### src/rtl/dslope_pkg.sv
package dslope_pkg;
   typedef enum logic [1:0] {
      PH_IDLE  = 2'd0,
      PH_INTEG = 2'd1,
      PH_DEINT = 2'd2,
      PH_DONE  = 2'd3
   } phase_t;
endpackage

### src/rtl/dslope_counter.sv
module dslope_counter #(
   parameter int W = 10
) (
   input  logic         clk,
   input  logic         rst_n,
   input  logic         clr,
   input  logic         en,
   output logic [W-1:0] cnt,
   output logic         at_max
);
   localparam logic [W-1:0] TOP = {W{1'b1}};

   generate
      if (W < 2) begin : g_bad_width
         $error("dslope_counter: W must be at least 2");
      end
   endgenerate

   always_ff @(posedge clk or negedge rst_n) begin
      if (!rst_n)   cnt <= '0;
      else if (clr) cnt <= '0;
      else if (en)  cnt <= cnt + 1'b1;
   end

   assign at_max = (cnt == TOP);

   // an enabled count at the top value rolls over to zero
   a_r3_rollover: assert property (@(posedge clk) disable iff (!rst_n)
      (en && !clr && at_max) |=> (cnt == '0));
endmodule

### src/rtl/dslope_ctrl.sv
module dslope_ctrl
   import dslope_pkg::*;
(
   input  logic   clk,
   input  logic   rst_n,
   input  logic   start,
   input  logic   cmp_hi,
   input  logic   at_max,
   output phase_t phase,
   output logic   cnt_clr,
   output logic   cnt_en,
   output logic   cap,
   output logic   cap_ovr
);
   phase_t nxt;

   always_comb begin
      nxt = phase;
      case (phase)
         PH_IDLE:  if (start)  nxt = PH_INTEG;
         PH_INTEG: if (at_max) nxt = PH_DEINT;
         PH_DEINT: if (cap)    nxt = PH_DONE;
         default:              nxt = PH_IDLE;
      endcase
   end

   always_ff @(posedge clk or negedge rst_n) begin
      if (!rst_n) phase <= PH_IDLE;
      else        phase <= nxt;
   end

   assign cap     = (phase == PH_DEINT) && (!cmp_hi || at_max);
   assign cap_ovr = cmp_hi;
   assign cnt_clr = (phase == PH_IDLE) || (phase == PH_DONE);
   assign cnt_en  = (phase == PH_INTEG) || ((phase == PH_DEINT) && cmp_hi && !at_max);

   // a request during the input window does not cut it short
   a_r9_window_kept: assert property (@(posedge clk) disable iff (!rst_n)
      (phase == PH_INTEG && !at_max) |=> (phase == PH_INTEG));
   // the done phase never lasts longer than one cycle
   a_r7_done_once: assert property (@(posedge clk) disable iff (!rst_n)
      (phase == PH_DONE) |=> (phase == PH_IDLE));
endmodule

### src/rtl/dslope_result.sv
module dslope_result #(
   parameter int W = 10
) (
   input  logic         clk,
   input  logic         rst_n,
   input  logic         cap,
   input  logic         cap_ovr,
   input  logic [W-1:0] cnt,
   output logic [W-1:0] result,
   output logic         over_range
);
   localparam logic [W-1:0] FULL = {W{1'b1}};

   always_ff @(posedge clk or negedge rst_n) begin
      if (!rst_n) begin
         result     <= '0;
         over_range <= 1'b0;
      end else if (cap) begin
         result     <= cap_ovr ? FULL : cnt;
         over_range <= cap_ovr;
      end
   end

   // stored value moves only on a capture
   a_r8_hold: assert property (@(posedge clk) disable iff (!rst_n)
      !cap |=> ($stable(result) && $stable(over_range)));
endmodule

### src/rtl/dslope_seq.sv
module dslope_seq
   import dslope_pkg::*;
#(
   parameter int CNT_W = 10
) (
   input  logic             clk,
   input  logic             rst_n,
   input  logic             start,
   input  logic             cmp_hi,
   output logic             sel_ref,
   output logic             int_clear,
   output logic [CNT_W-1:0] count,
   output logic [CNT_W-1:0] result,
   output logic             over_range,
   output logic             done
);
   localparam logic [CNT_W-1:0] CMAX = {CNT_W{1'b1}};

   phase_t phase;
   logic   cnt_clr, cnt_en, at_max, cap, cap_ovr;

   dslope_ctrl u_ctrl (
      .clk    (clk),
      .rst_n  (rst_n),
      .start  (start),
      .cmp_hi (cmp_hi),
      .at_max (at_max),
      .phase  (phase),
      .cnt_clr(cnt_clr),
      .cnt_en (cnt_en),
      .cap    (cap),
      .cap_ovr(cap_ovr)
   );

   dslope_counter #(.W(CNT_W)) u_cnt (
      .clk   (clk),
      .rst_n (rst_n),
      .clr   (cnt_clr),
      .en    (cnt_en),
      .cnt   (count),
      .at_max(at_max)
   );

   dslope_result #(.W(CNT_W)) u_res (
      .clk       (clk),
      .rst_n     (rst_n),
      .cap       (cap),
      .cap_ovr   (cap_ovr),
      .cnt       (count),
      .result    (result),
      .over_range(over_range)
   );

   assign sel_ref   = (phase == PH_DEINT);
   assign int_clear = (phase == PH_IDLE);
   assign done      = (phase == PH_DONE);

   // the switch flips to the reference exactly as the counter wraps
   a_r3_switch_on_wrap: assert property (@(posedge clk) disable iff (!rst_n)
      $rose(sel_ref) |-> (count == '0 && $past(count) == CMAX));
   // a low comparator in the reference phase ends the conversion with the count
   a_r4_stop_capture: assert property (@(posedge clk) disable iff (!rst_n)
      (sel_ref && !cmp_hi) |=> (done && !over_range && result == $past(count)));
   // still high at the counter top means over-range at full scale
   a_r5_over_full: assert property (@(posedge clk) disable iff (!rst_n)
      (sel_ref && cmp_hi && count == CMAX) |=> (done && over_range && result == CMAX));
   // single-cycle completion strobe
   a_r7_done_pulse: assert property (@(posedge clk) disable iff (!rst_n)
      done |=> (!done && int_clear));
   // the counter sits at zero while the integrator is discharged
   a_r2_idle_zero: assert property (@(posedge clk) disable iff (!rst_n)
      int_clear |-> (count == '0 && !sel_ref));
endmodule

### config.mk
export PLATFORM = sky130hd
export DESIGN_NAME = dslope_seq
export DESIGN_NICKNAME = d
export VERILOG_FILES = /design/src/rtl/dslope_pkg.sv /design/src/rtl/dslope_counter.sv /design/src/rtl/dslope_ctrl.sv /design/src/rtl/dslope_result.sv /design/src/rtl/dslope_seq.sv
export SDC_FILE = /design/constraint.sdc
export NUM_CORES = 1
export LEC_CHECK = 0
export ABC_AREA = 1
export CAP_MARGIN = 20
export CORE_MARGIN = 2
export CORE_UTILIZATION = 31
export DETAILED_ROUTE_END_ITERATION = 10
export GPL_TIMING_DRIVEN = 0
export MAX_ROUTING_LAYER = met4
export SLEW_MARGIN = 10
export SYNTH_ARGS = -nofsm -noshare
export SYNTH_HDL_FRONTEND = slang
export SYNTH_SLANG_ARGS = --single-unit
### constraint.sdc
create_clock -name clk -period 2.2 [get_ports clk]
set_clock_uncertainty 0.1 [all_clocks]
set_input_delay 0.44 -clock clk [delete_from_list [all_inputs] [get_ports clk]]
set_output_delay 0.44 -clock clk [all_outputs]
set_load 0.01 [all_outputs]
==> out/qor.txt <==
initial DRC count -> 29
drt first pass iters -> 4
max_slew headroom -> 59.8%
Critical-path top delay cell -> clkdlybuf4s50_1
total power divided by cell area -> 1240 nW/um^2
GRT overflow -> 0
PostCTS Resize Cnt -> 0
maximum vdd drop -> 0.000422 V
synth unique cells -> 21
antenna violations before repair -> 0
ant diodes -> 0
Slew @ Worst Pin -> 601 ps
Total Die Area -> 4800 um^2
ANT nets after route -> 0
Port Buffers -> 27
crit end category -> output port
syn avg cell area -> 8.69 um^2
initial core utilization -> 32.6%
CTS clock-pin slew for the worst setup and hold paths -> 80 ps
FF/Latch Area -> 576 um^2
Hold Buf Count CTS -> 0
Synth Register Bits -> 23
gpl congestion -> 0.799
nets -> 194
CTS buffer count -> 3
H-Tree Depth -> 1
Avg WL per Cell -> 12.1 um
Syn Std Cell Area -> 1320 um^2
core area -> 4060 um^2
global-route wire length before repair -> 4820 um
vias per cell -> 4.65
slowest stage delay, CP -> 550 ps
Total GRT Usage -> 12.6%
pin count of the biggest net entering global routing -> 24
status -> finished clean
Buf+Inv Stages, Crit Path -> 2
Die Wd -> 69.3 um
clk sinks -> 23
drc violations -> 0
fill count -> 397
IO Count -> 28
Via Count -> 1087
setup bufs post-CTS -> 0
final setup TNS -> 0 ps
fin crit period -> 2090 ps
dpl hpwl -> 2160 um
CTS tree -> done
CP arrival -> 1550 ps
min-delay worst type -> reg -> reg
Tcrit/Tclk final -> 95.1%
post-synthesis sequential area ratio -> 43.6%
RSZ-0062 raised after global routing -> false
yosys warns -> 0
CP Max Fanout -> 5
Die Y -> 69.3 um
cell row count -> 23
layout cell share with drive strength beyond 1 -> 19.6%
CP delay by family, top -> buffers and inverters
total power -> 2.14 mW
worst path required time -> 1660 ps
worst-skew pair later-pin latency -> 260 ps
kind of critical path -> reg -> out
Peak Freq -> 0.478 GHz
crit-path cells -> inv_1, ha_2, clkdlybuf4s50_1
Hold Slack -> 387 ps
Pleak -> 0.803 nW
vias in the first global route -> 1056
Syn Inst Count -> 152
Final setup viols -> 0
area growth from synthesis to layout -> 30.0%
Post-Route WL -> 2820 um
Syn Nets -> 161
CP startpoint kind -> flip-flop
Max Cap Viol -> 0
Root Driver -> clkbuf_8
Slew Viols, Final -> 0
Final Hold Viols -> 0
maximum clock path buffer count -> 2
area of the multi-input gates -> 673 um^2
-- tightest hold or removal path, delay by kind of cell, from the launching register on --
kind,cells,cell delay [ps]
DFF,1,350
AOI/OAI and AO/OA,1,50
and+or+nand+nor,1,60
-- worst paths after layout --
kind	end	from	cells after the start	slack (ps)
worst max register to register	u_cnt.cnt[1]	u_ctrl.phase[0]	8	330
min in group asynchronous	u_res.result[9]	rst_n	1	450
worst max-delay path	sel_ref	u_ctrl.phase[0]	3	110
worst min register to register	u_res.result[4]	u_res.result[4]	2	390
max in group asynchronous	u_res.result[4]	rst_n	2	1060
worst min-delay path	u_res.result[4]	u_res.result[4]	2	390
-- cells in the final DEF, fill, tap and decap left out --
cell / instances
a21o_2: 1
a21oi_1: 5
buf_6: 3
buf_8: 1
clkbuf_1: 1
clkbuf_8: 3
clkdlybuf4s50_1: 27
clkinv_2: 1
dfrtp_1: 23
ha_1: 4
ha_2: 1
inv_1: 10
nand2_1: 41
nand2_2: 4
nand2_4: 2
nand3_1: 16
nand3_2: 4
nand3_4: 1
nor2_1: 17
nor2_4: 2
nor2_8: 1
o21ai_0: 2
o21ai_2: 11
o21bai_1: 1
or2_2: 1
xor2_1: 1
-- area by class of cell --
class / count / share of cell area, %
multi-input cells: 115 / 39.2
flip-flops and latches: 23 / 33.5
repair buffers: 28 / 16.6
well taps: 50 / 3.64
clock buffers: 3 / 2.40
plain buffers: 4 / 2.18
inverters: 10 / 2.18
clock inverters: 1 / 0.291
-- flip-flops by register name (all words and copies together), names as in the netlist --
signal,count
u_cnt.cnt,10
u_res.result,10
u_res.over_range,1
u_ctrl.phase,2
-- synth_stat cells --
master	number	area, um^2
xor2_1	1	8.76
clkbuf_1	1	3.75
o21ai_0	2	10.0
o21ai_2	11	96.3
a21oi_1	5	25.0
nand3_1	16	80.1
dfrtp_1	23	576
nand3_4	1	17.5
a21o_2	1	8.76
nor2_1	17	63.8
nand3_2	4	40.0
o21bai_1	1	7.51
nor2_4	2	22.5
or2_2	1	6.26
inv_1	10	37.5
nand2_1	41	154
nand2_2	4	25.0
ha_1	5	62.6
nor2_8	1	20.0
nand2_4	2	22.5
buf_6	3	33.8
-- layer usage --
metal / GRT usage [%] / vias to the layer above / routed length [um]
met3: 2.03 / 0 / 89
met4: 4.58 / 0 / 0
met5: - / - / 0
li1: - / 554 / -
met1: 14.9 / 515 / 1260
met2: 21.7 / 18 / 1470
-- power breakdown --
group          internal [mW]  total (mW)  switching (mW)
Sequential             0.561       0.668           0.107
Clock                  0.126       0.258           0.132
Combinational          0.551        1.21           0.658
Total                   1.24        2.14           0.897
-- per-stage QoR --
| step | util, % | std cells | cell area (um^2) | setup slack [ps] |
|---|---|---|---|---|
| 6_report | 42.3 | 234 | 1720 | 107 |
| 5_1_grt | 42.3 | 234 | 1720 | 27.3 |
| 4_1_cts | 41.9 | 233 | 1700 | 44.6 |
| 3_3_place_gp | 40.8 | 229 | 1650 | 363 |
| 2_1_floorplan | - | 152 | 1320 | 572 |
| 3_5_place_dp | 40.8 | 229 | 1650 | 320 |
-- logic make-up after synthesis --
logic type	count (synthesis)	share of synthesized area [%]
fa+ha+maj	5	4.73
compound gates	20	11.2
buf+inv	14	5.68
flops	23	43.6
xor+xnor	1	0.663
simple gates	89	34.2
(Power assumes the default switching activity.)
